File: src/rtl/pct_pkg.sv
package pct_pkg;
  localparam int CODE_W = 3;
  localparam int VEC_W = 8;
  localparam int DIV_W = 4;
  localparam logic [DIV_W-1:0] DIV_KEEP = 4'hB;
  localparam int ENTRY_MASK_BIT = 16;
  localparam int ENTRY_MODE_BIT = 17;

  typedef enum logic [1:0] {
    SEL_START = 2'd0,
    SEL_DIV   = 2'd1,
    SEL_ENTRY = 2'd2,
    SEL_CUR   = 2'd3
  } reg_sel_e;

  typedef struct packed {
    logic             periodic;
    logic             masked;
    logic [VEC_W-1:0] vector;
  } entry_t;

  // Irregular code: register bit 3 supplies code bit 2.
  function automatic logic [CODE_W-1:0] shift_of(input logic [DIV_W-1:0] d);
    logic [CODE_W-1:0] code;
    code = {d[3], d[1:0]};
    return code + 1'b1;
  endfunction
endpackage

File: src/rtl/pct_prescaler.sv
module pct_prescaler #(
  parameter int SHIFT_W = 3
) (
  input  logic               clk,
  input  logic               rst_n,
  input  logic               restart,
  input  logic [SHIFT_W-1:0] shift,
  output logic               tick
);
  localparam int PRE_W = (1 << SHIFT_W) - 1;

  logic [PRE_W-1:0] pre_q;
  logic [PRE_W:0]   span;
  logic [PRE_W-1:0] mask;

  always_comb begin
    span = ((PRE_W+1)'(1) << shift) - (PRE_W+1)'(1);
    mask = span[PRE_W-1:0];
    tick = (pre_q & mask) == mask;
  end

  always_ff @(posedge clk) begin
    if (!rst_n || restart) pre_q <= '0;
    else                   pre_q <= pre_q + 1'b1;
  end

  // with a divide above one, two ticks never come back to back
  p_tick_spacing_r2: assert property (@(posedge clk) disable iff (!rst_n)
    (tick && !restart && shift != '0) |=> (!tick || shift != $past(shift)));
endmodule

File: src/rtl/pct_counter.sv
module pct_counter #(
  parameter int CNT_W = 32
) (
  input  logic             clk,
  input  logic             rst_n,
  input  logic             load,
  input  logic [CNT_W-1:0] load_val,
  input  logic [CNT_W-1:0] reload_val,
  input  logic             periodic,
  input  logic             tick,
  output logic [CNT_W-1:0] count,
  output logic             expire
);
  logic running_q;

  assign expire = running_q && tick && !load && count == CNT_W'(1);

  always_ff @(posedge clk) begin
    if (!rst_n) begin
      count     <= '0;
      running_q <= 1'b0;
    end else if (load) begin
      count     <= load_val;
      running_q <= load_val != '0;
    end else if (running_q && tick) begin
      if (count == '0) begin
        if (periodic) count <= reload_val;
        else          running_q <= 1'b0;
      end else begin
        count <= count - 1'b1;
        if (count == CNT_W'(1) && !periodic) running_q <= 1'b0;
      end
    end
  end

  p_load_r3: assert property (@(posedge clk) disable iff (!rst_n)
    load |=> count == $past(load_val));
  p_idle_hold_r8: assert property (@(posedge clk) disable iff (!rst_n)
    (!running_q && !load) |=> $stable(count));
  p_step_r4: assert property (@(posedge clk) disable iff (!rst_n)
    (running_q && tick && !load && count != '0) |=> count == $past(count) - 1'b1);
endmodule

File: src/rtl/pct_irq_out.sv
module pct_irq_out import pct_pkg::*; (
  input  logic             clk,
  input  logic             rst_n,
  input  logic             fire,
  input  logic             masked,
  input  logic [VEC_W-1:0] fire_vec,
  output logic             valid,
  input  logic             ready,
  output logic [VEC_W-1:0] vector
);
  always_ff @(posedge clk) begin
    if (!rst_n) begin
      valid  <= 1'b0;
      vector <= '0;
    end else begin
      if (valid && ready) valid <= 1'b0;
      if (fire && !masked && (!valid || ready)) begin
        valid  <= 1'b1;
        vector <= fire_vec;
      end
    end
  end

  p_hold_r9: assert property (@(posedge clk) disable iff (!rst_n)
    (valid && !ready) |=> (valid && $stable(vector)));
  p_masked_quiet_r6: assert property (@(posedge clk) disable iff (!rst_n)
    (fire && masked && !valid) |=> !valid);
endmodule

File: src/rtl/prescaled_countdown_timer.sv
module prescaled_countdown_timer import pct_pkg::*; #(
  parameter int CNT_W = 32
) (
  input  logic             clk,
  input  logic             rst_n,
  input  logic             wr_en,
  input  logic [1:0]       wr_sel,
  input  logic [CNT_W-1:0] wr_data,
  input  logic [1:0]       rd_sel,
  output logic [CNT_W-1:0] rd_data,
  output logic             irq_valid,
  input  logic             irq_ready,
  output logic [VEC_W-1:0] irq_vector
);
  logic [CNT_W-1:0]  start_q;
  logic [DIV_W-1:0]  div_q;
  entry_t            entry_q;
  logic              load, tick, expire;
  logic [CNT_W-1:0]  count;
  reg_sel_e          wsel, rsel;

  assign wsel = reg_sel_e'(wr_sel);
  assign rsel = reg_sel_e'(rd_sel);
  assign load = wr_en && wsel == SEL_START;

  always_ff @(posedge clk) begin
    if (!rst_n) begin
      start_q <= '0;
      div_q   <= '0;
      entry_q <= '0;
    end else if (wr_en) begin
      case (wsel)
        SEL_START: start_q <= wr_data;
        SEL_DIV:   div_q   <= wr_data[DIV_W-1:0] & DIV_KEEP;
        SEL_ENTRY: entry_q <= '{periodic: wr_data[ENTRY_MODE_BIT],
                                masked:   wr_data[ENTRY_MASK_BIT],
                                vector:   wr_data[VEC_W-1:0]};
        default:   ;
      endcase
    end
  end

  always_comb begin
    rd_data = '0;
    case (rsel)
      SEL_START: rd_data = start_q;
      SEL_DIV:   rd_data[DIV_W-1:0] = div_q;
      SEL_ENTRY: begin
        rd_data[VEC_W-1:0]     = entry_q.vector;
        rd_data[ENTRY_MASK_BIT] = entry_q.masked;
        rd_data[ENTRY_MODE_BIT] = entry_q.periodic;
      end
      default:   rd_data = count;
    endcase
  end

  pct_prescaler #(.SHIFT_W(CODE_W)) u_pre (
    .clk(clk), .rst_n(rst_n), .restart(load),
    .shift(shift_of(div_q)), .tick(tick)
  );

  pct_counter #(.CNT_W(CNT_W)) u_cnt (
    .clk(clk), .rst_n(rst_n), .load(load), .load_val(wr_data),
    .reload_val(start_q), .periodic(entry_q.periodic), .tick(tick),
    .count(count), .expire(expire)
  );

  pct_irq_out u_irq (
    .clk(clk), .rst_n(rst_n), .fire(expire), .masked(entry_q.masked),
    .fire_vec(entry_q.vector), .valid(irq_valid), .ready(irq_ready),
    .vector(irq_vector)
  );

  p_cur_ignored_r7: assert property (@(posedge clk) disable iff (!rst_n)
    (wr_en && wsel == SEL_CUR) |=> ($stable(start_q) && $stable(div_q) && $stable(entry_q)));
  p_div_clean_r1: assert property (@(posedge clk) disable iff (!rst_n)
    div_q[2] == 1'b0);
endmodule

File: config.mk
export PLATFORM = sky130hd
export DESIGN_NAME = prescaled_countdown_timer
export DESIGN_NICKNAME = d
export VERILOG_FILES = /design/src/rtl/pct_pkg.sv /design/src/rtl/pct_prescaler.sv /design/src/rtl/pct_counter.sv /design/src/rtl/pct_irq_out.sv /design/src/rtl/prescaled_countdown_timer.sv
export SDC_FILE = /design/constraint.sdc
export NUM_CORES = 1
export LEC_CHECK = 0
export ABC_CLOCK_PERIOD_IN_PS = 3800
export CAP_MARGIN = 10
export CORE_MARGIN = 5
export CORE_UTILIZATION = 55
export DETAILED_ROUTE_END_ITERATION = 12
export PLACE_DENSITY = 0.79
export SLEW_MARGIN = 30
export SYNTH_ARGS = -nofsm -noshare
export SYNTH_HDL_FRONTEND = slang
export SYNTH_SLANG_ARGS = --single-unit
File: constraint.sdc
create_clock -name clk -period 3.8 [get_ports clk]
set_clock_uncertainty 0.15 [all_clocks]
set_input_delay 0.76 -clock clk [delete_from_list [all_inputs] [get_ports clk]]
set_output_delay 0.76 -clock clk [all_outputs]
set_load 0.01 [all_outputs]
==> results by group <==
Outcome
  • Outcome: complete, no violations

Route
  • Number of optimization iterations in the first detailed-route pass: 4
  • Routed via count divided by cell count: 6.184
  • Number of DRC violations after detailed-routing iteration 0: 434
  • Routed wire length per instance: 18.44 µm
  • Final wirelength: 16130 µm
  • Post-route antenna net violation count: 0
  • DRC: 0
  • Total number of vias: 5411

Die
  • Initial core utilization: 55.65%
  • I/O pin cnt: 81
  • Die Height: 109.0 µm
  • Die Outline Area: 11880 µm²
  • Core Region: 9684 µm²
  • Core Rows: 36
  • Die width: 109.0 µm

GRT
  • Gr usage total: 28.09%
  • Total congestion overflow after global routing: 0
  • Global route hottest layer: met2
  • Global routing usage on met2: 44.91%
  • GRT met1 Usage: 37.26%
  • Global-route wire length before repair: 26510 µm
  • Number of antenna violations at the first check in global routing: 0
  • Largest net degree at the start of global routing: 56
  • GRT met3 Usage: 5.092%
  • Via count of the first global-routing pass: 5320

Worst setup path
  • Delay of the slowest cell on the worst path: 750 ps
  • Start-to-end type of the worst setup path: in2out
  • Startpoint of the most critical register-to-register path: div_q[3]
  • Data arrival time at the worst-slack endpoint: 2700 ps
  • Critical Path Most Common Cell: sky130_fd_sc_hd__clkdlybuf4s50_1
  • Cell family with most CP delay: buffers and inverters
  • Worst-case reg-to-reg path depth: 12
  • Category of the worst setup path launch point: primary input
  • Cells along the critical path: clkdlybuf4s50_1, and2_0, buf_4, a22o_1, clkdlybuf4s50_1
  • Worst endpoint required time: 2890 ps
  • Worst flop-to-flop path endpoint: u_cnt.count[9]
  • CP Capture Type: output port
  • Largest fanout on the critical path: 22
  • Critical Path Slowest Stage Cell: sky130_fd_sc_hd__clkdlybuf4s50_1
  • Register-to-register path setup slack: 290 ps
  • Buffers & Inverters on Critical Path: 3

Clock network
  • CTS buffer count: 9
  • TritonCTS clock tree: built
  • Clock latency on the worst-skew pair: 380 ps
  • Cts hold-fix bufs: 0
  • # H-tree levels: 3
  • CTS resizes: 0
  • CTS root buffer: sky130_fd_sc_hd__clkbuf_8
  • Count of buffers added by post-CTS timing repair for setup: 0
  • Buffers from clock root to sink, at most: 2
  • Clock tree sinks: 94
  • Clock transition time at the flip-flop clock pins of the worst setup and hold paths: 90 ps

STA
  • Crit share post-route: 95.01%
  • Worst hold slack across all endpoints: 319.5 ps
  • Count of endpoints failing hold in the final timing report: 0
  • Final critical-path required period: 3610 ps
  • Count of final max-slew check failures: 0
  • Actual slew at the worst max-slew pin: 778.1 ps
  • Final setup fails: 0
  • Slew margin rel.: 47.65%
  • Unrepaired setup endpoints after global routing: false
  • Max frequency: 277.0 MHz
  • Setup TNS after final layout: 0 ps

Pwr
  • Power consumption: 2.329 mW
  • Pwr/cell area: 355.5 nW/µm²
  • Max rail drop VDD: 0.1711 mV
  • P_leak: 2.508 nW

Logic synthesis
  • Synthesized instance count: 668
  • Post-synthesis area per instance: 8.067 µm²
  • Post-synthesis register bit count: 94
  • Proportion of synthesized flip-flops having asynchronous set or reset: 0%
  • Synthesized area: 5389 µm²
  • Nets in the synthesized netlist: 715
  • Number of distinct library cells after synthesis: 65
  • Number of synthesized flops with an enable pin: 0
  • Ys flop type: sky130_fd_sc_hd__dfxtp_1
  • Syn. warnings: 0
  • Share of synthesized area occupied by flip-flops and latches: 34.92%

Finish
  • Share of post-route cells with drive strength above 1: 8.895%
  • Multi-input logic area: 3272 µm²
  • Net total in the final layout: 784
  • Antenna cells: 0
  • Seq. cell area: 1882 µm²
  • Filler Cell Count: 818
  • Area delta synth->final: 21.55%

Min path
  • End of the worst hold path: u_pre.pre_q[0]
  • Hold Path Origin: u_pre.pre_q[0]
  • Worst min path class: reg2reg
  • Number of stages on the worst hold path: 1

Placement
  • HPWL reported at the end of detailed placement: 11400 µm
  • Placer's final routability congestion estimate: 0.8873
  • Count of input and output buffers: 80

Run
  • Max-Cap Viols: 0
[sequential cells by signal, indices dropped and copies added, names as in the netlist]
name and cells:
u_irq.vector 8, u_pre.pre_q 7, entry_q 10, u_cnt.running_q 1
u_cnt.count 32, start_q 32, u_irq.valid 1, div_q 3
[worst max-delay path by stage]
stage | slack [ps] | from | cells after the start | endpoint
floorplan | 660 | div_q[1] | 14 | u_cnt.count[26]
global placement | 260 | rd_sel[1] | 5 | rd_data[11]
global route | 30 | div_q[3] | 12 | u_cnt.count[19]
CTS | 220 | rd_sel[1] | 5 | rd_data[8]
finish | 190 | rd_sel[1] | 5 | rd_data[8]
detailed placement | 230 | rd_sel[1] | 5 | rd_data[8]
[layout make-up]
class                           count  area share (%)
Inverter                           11          0.6304
Clock buffer                       10           1.948
Multi-Input combinational cell    517           49.95
Tap cell                          133           2.541
Timing Repair Buffer              104           15.09
Clock inverter                      6           1.108
Sequential cell                    94           28.73
[report_power, final]
part / internal, mW / switching (mW)
clock: 0.309 / 0.385
combinational: 0.239 / 0.332
sequential: 1.02 / 0.0426
[cells in the mapped netlist (9+ instances only)]
| library cell | count | area share [%] |
|---|---|---|
| sky130_fd_sc_hd__nor2_1 | 43 | 3.0 |
| sky130_fd_sc_hd__nand2_1 | 109 | 7.6 |
| sky130_fd_sc_hd__inv_1 | 11 | 0.77 |
| sky130_fd_sc_hd__mux2_2 | 9 | 1.9 |
| sky130_fd_sc_hd__nor2b_1 | 24 | 2.8 |
| sky130_fd_sc_hd__a21boi_0 | 32 | 4.5 |
| sky130_fd_sc_hd__a22o_1 | 30 | 4.9 |
| sky130_fd_sc_hd__o21ai_0 | 35 | 3.3 |
| sky130_fd_sc_hd__clkbuf_1 | 34 | 2.4 |
| sky130_fd_sc_hd__nor4_1 | 15 | 1.7 |
| sky130_fd_sc_hd__o211ai_1 | 17 | 2.4 |
| sky130_fd_sc_hd__mux2i_1 | 23 | 4.3 |
| sky130_fd_sc_hd__dfxtp_1 | 94 | 35 |
| sky130_fd_sc_hd__nor3_1 | 11 | 1.0 |
| sky130_fd_sc_hd__nand3_1 | 14 | 1.3 |
| sky130_fd_sc_hd__a21oi_1 | 38 | 3.5 |
[layer usage]
layer | wire length [µm] | vias to the layer above | part of all wire, %
li1 | - | 2550 | -
met1 | 6913 | 2559 | 43
met2 | 7564 | 270 | 47
met3 | 1337 | 32 | 8.3
met4 | 315 | 0 | 2.0
met5 | 0 | - | 0
[cell families (layout without fill, tap and decap cells)]
family | count (synthesis) | count (layout) | synth area share (%)
flops | 94 | 94 | 34.92
simple gates | 269 | 269 | 24.56
fa+ha+maj | 7 | 7 | 1.625
xor+xnor | 13 | 13 | 2.113
buf+inv | 57 | 131 | 4.504
compound gates | 193 | 193 | 24.87
mux | 35 | 35 | 7.406
[layout by cell type, fill, tap and decap left out, types with 14 or more instances in the layout]
master,count
sky130_fd_sc_hd__nand2_1,109
sky130_fd_sc_hd__dfxtp_1,94
sky130_fd_sc_hd__clkdlybuf4s50_1,79
sky130_fd_sc_hd__nor2_1,42
sky130_fd_sc_hd__a21oi_1,38
sky130_fd_sc_hd__o21ai_0,35
sky130_fd_sc_hd__a21boi_0,32
sky130_fd_sc_hd__a22o_1,30
sky130_fd_sc_hd__nor2b_1,24
sky130_fd_sc_hd__mux2i_1,23
sky130_fd_sc_hd__buf_4,23
sky130_fd_sc_hd__o211ai_1,17
sky130_fd_sc_hd__nor4_1,15
sky130_fd_sc_hd__nand3_1,14
[stage by stage]
stage | area [µm²] | cells | setup WS (ps) | util, %
finish | 6550 | 875 | 189.7 | 67.64
global route | 6550 | 875 | 31.14 | 67.64
CTS | 6550 | 875 | 218.8 | 67.64
detailed placement | 6350 | 859 | 234.3 | 65.57
global placement | 6350 | 859 | 258.0 | 65.57
floorplan | 5389 | 668 | 662.6 | -
No activity file was read; power rests on OpenSTA's default activity.
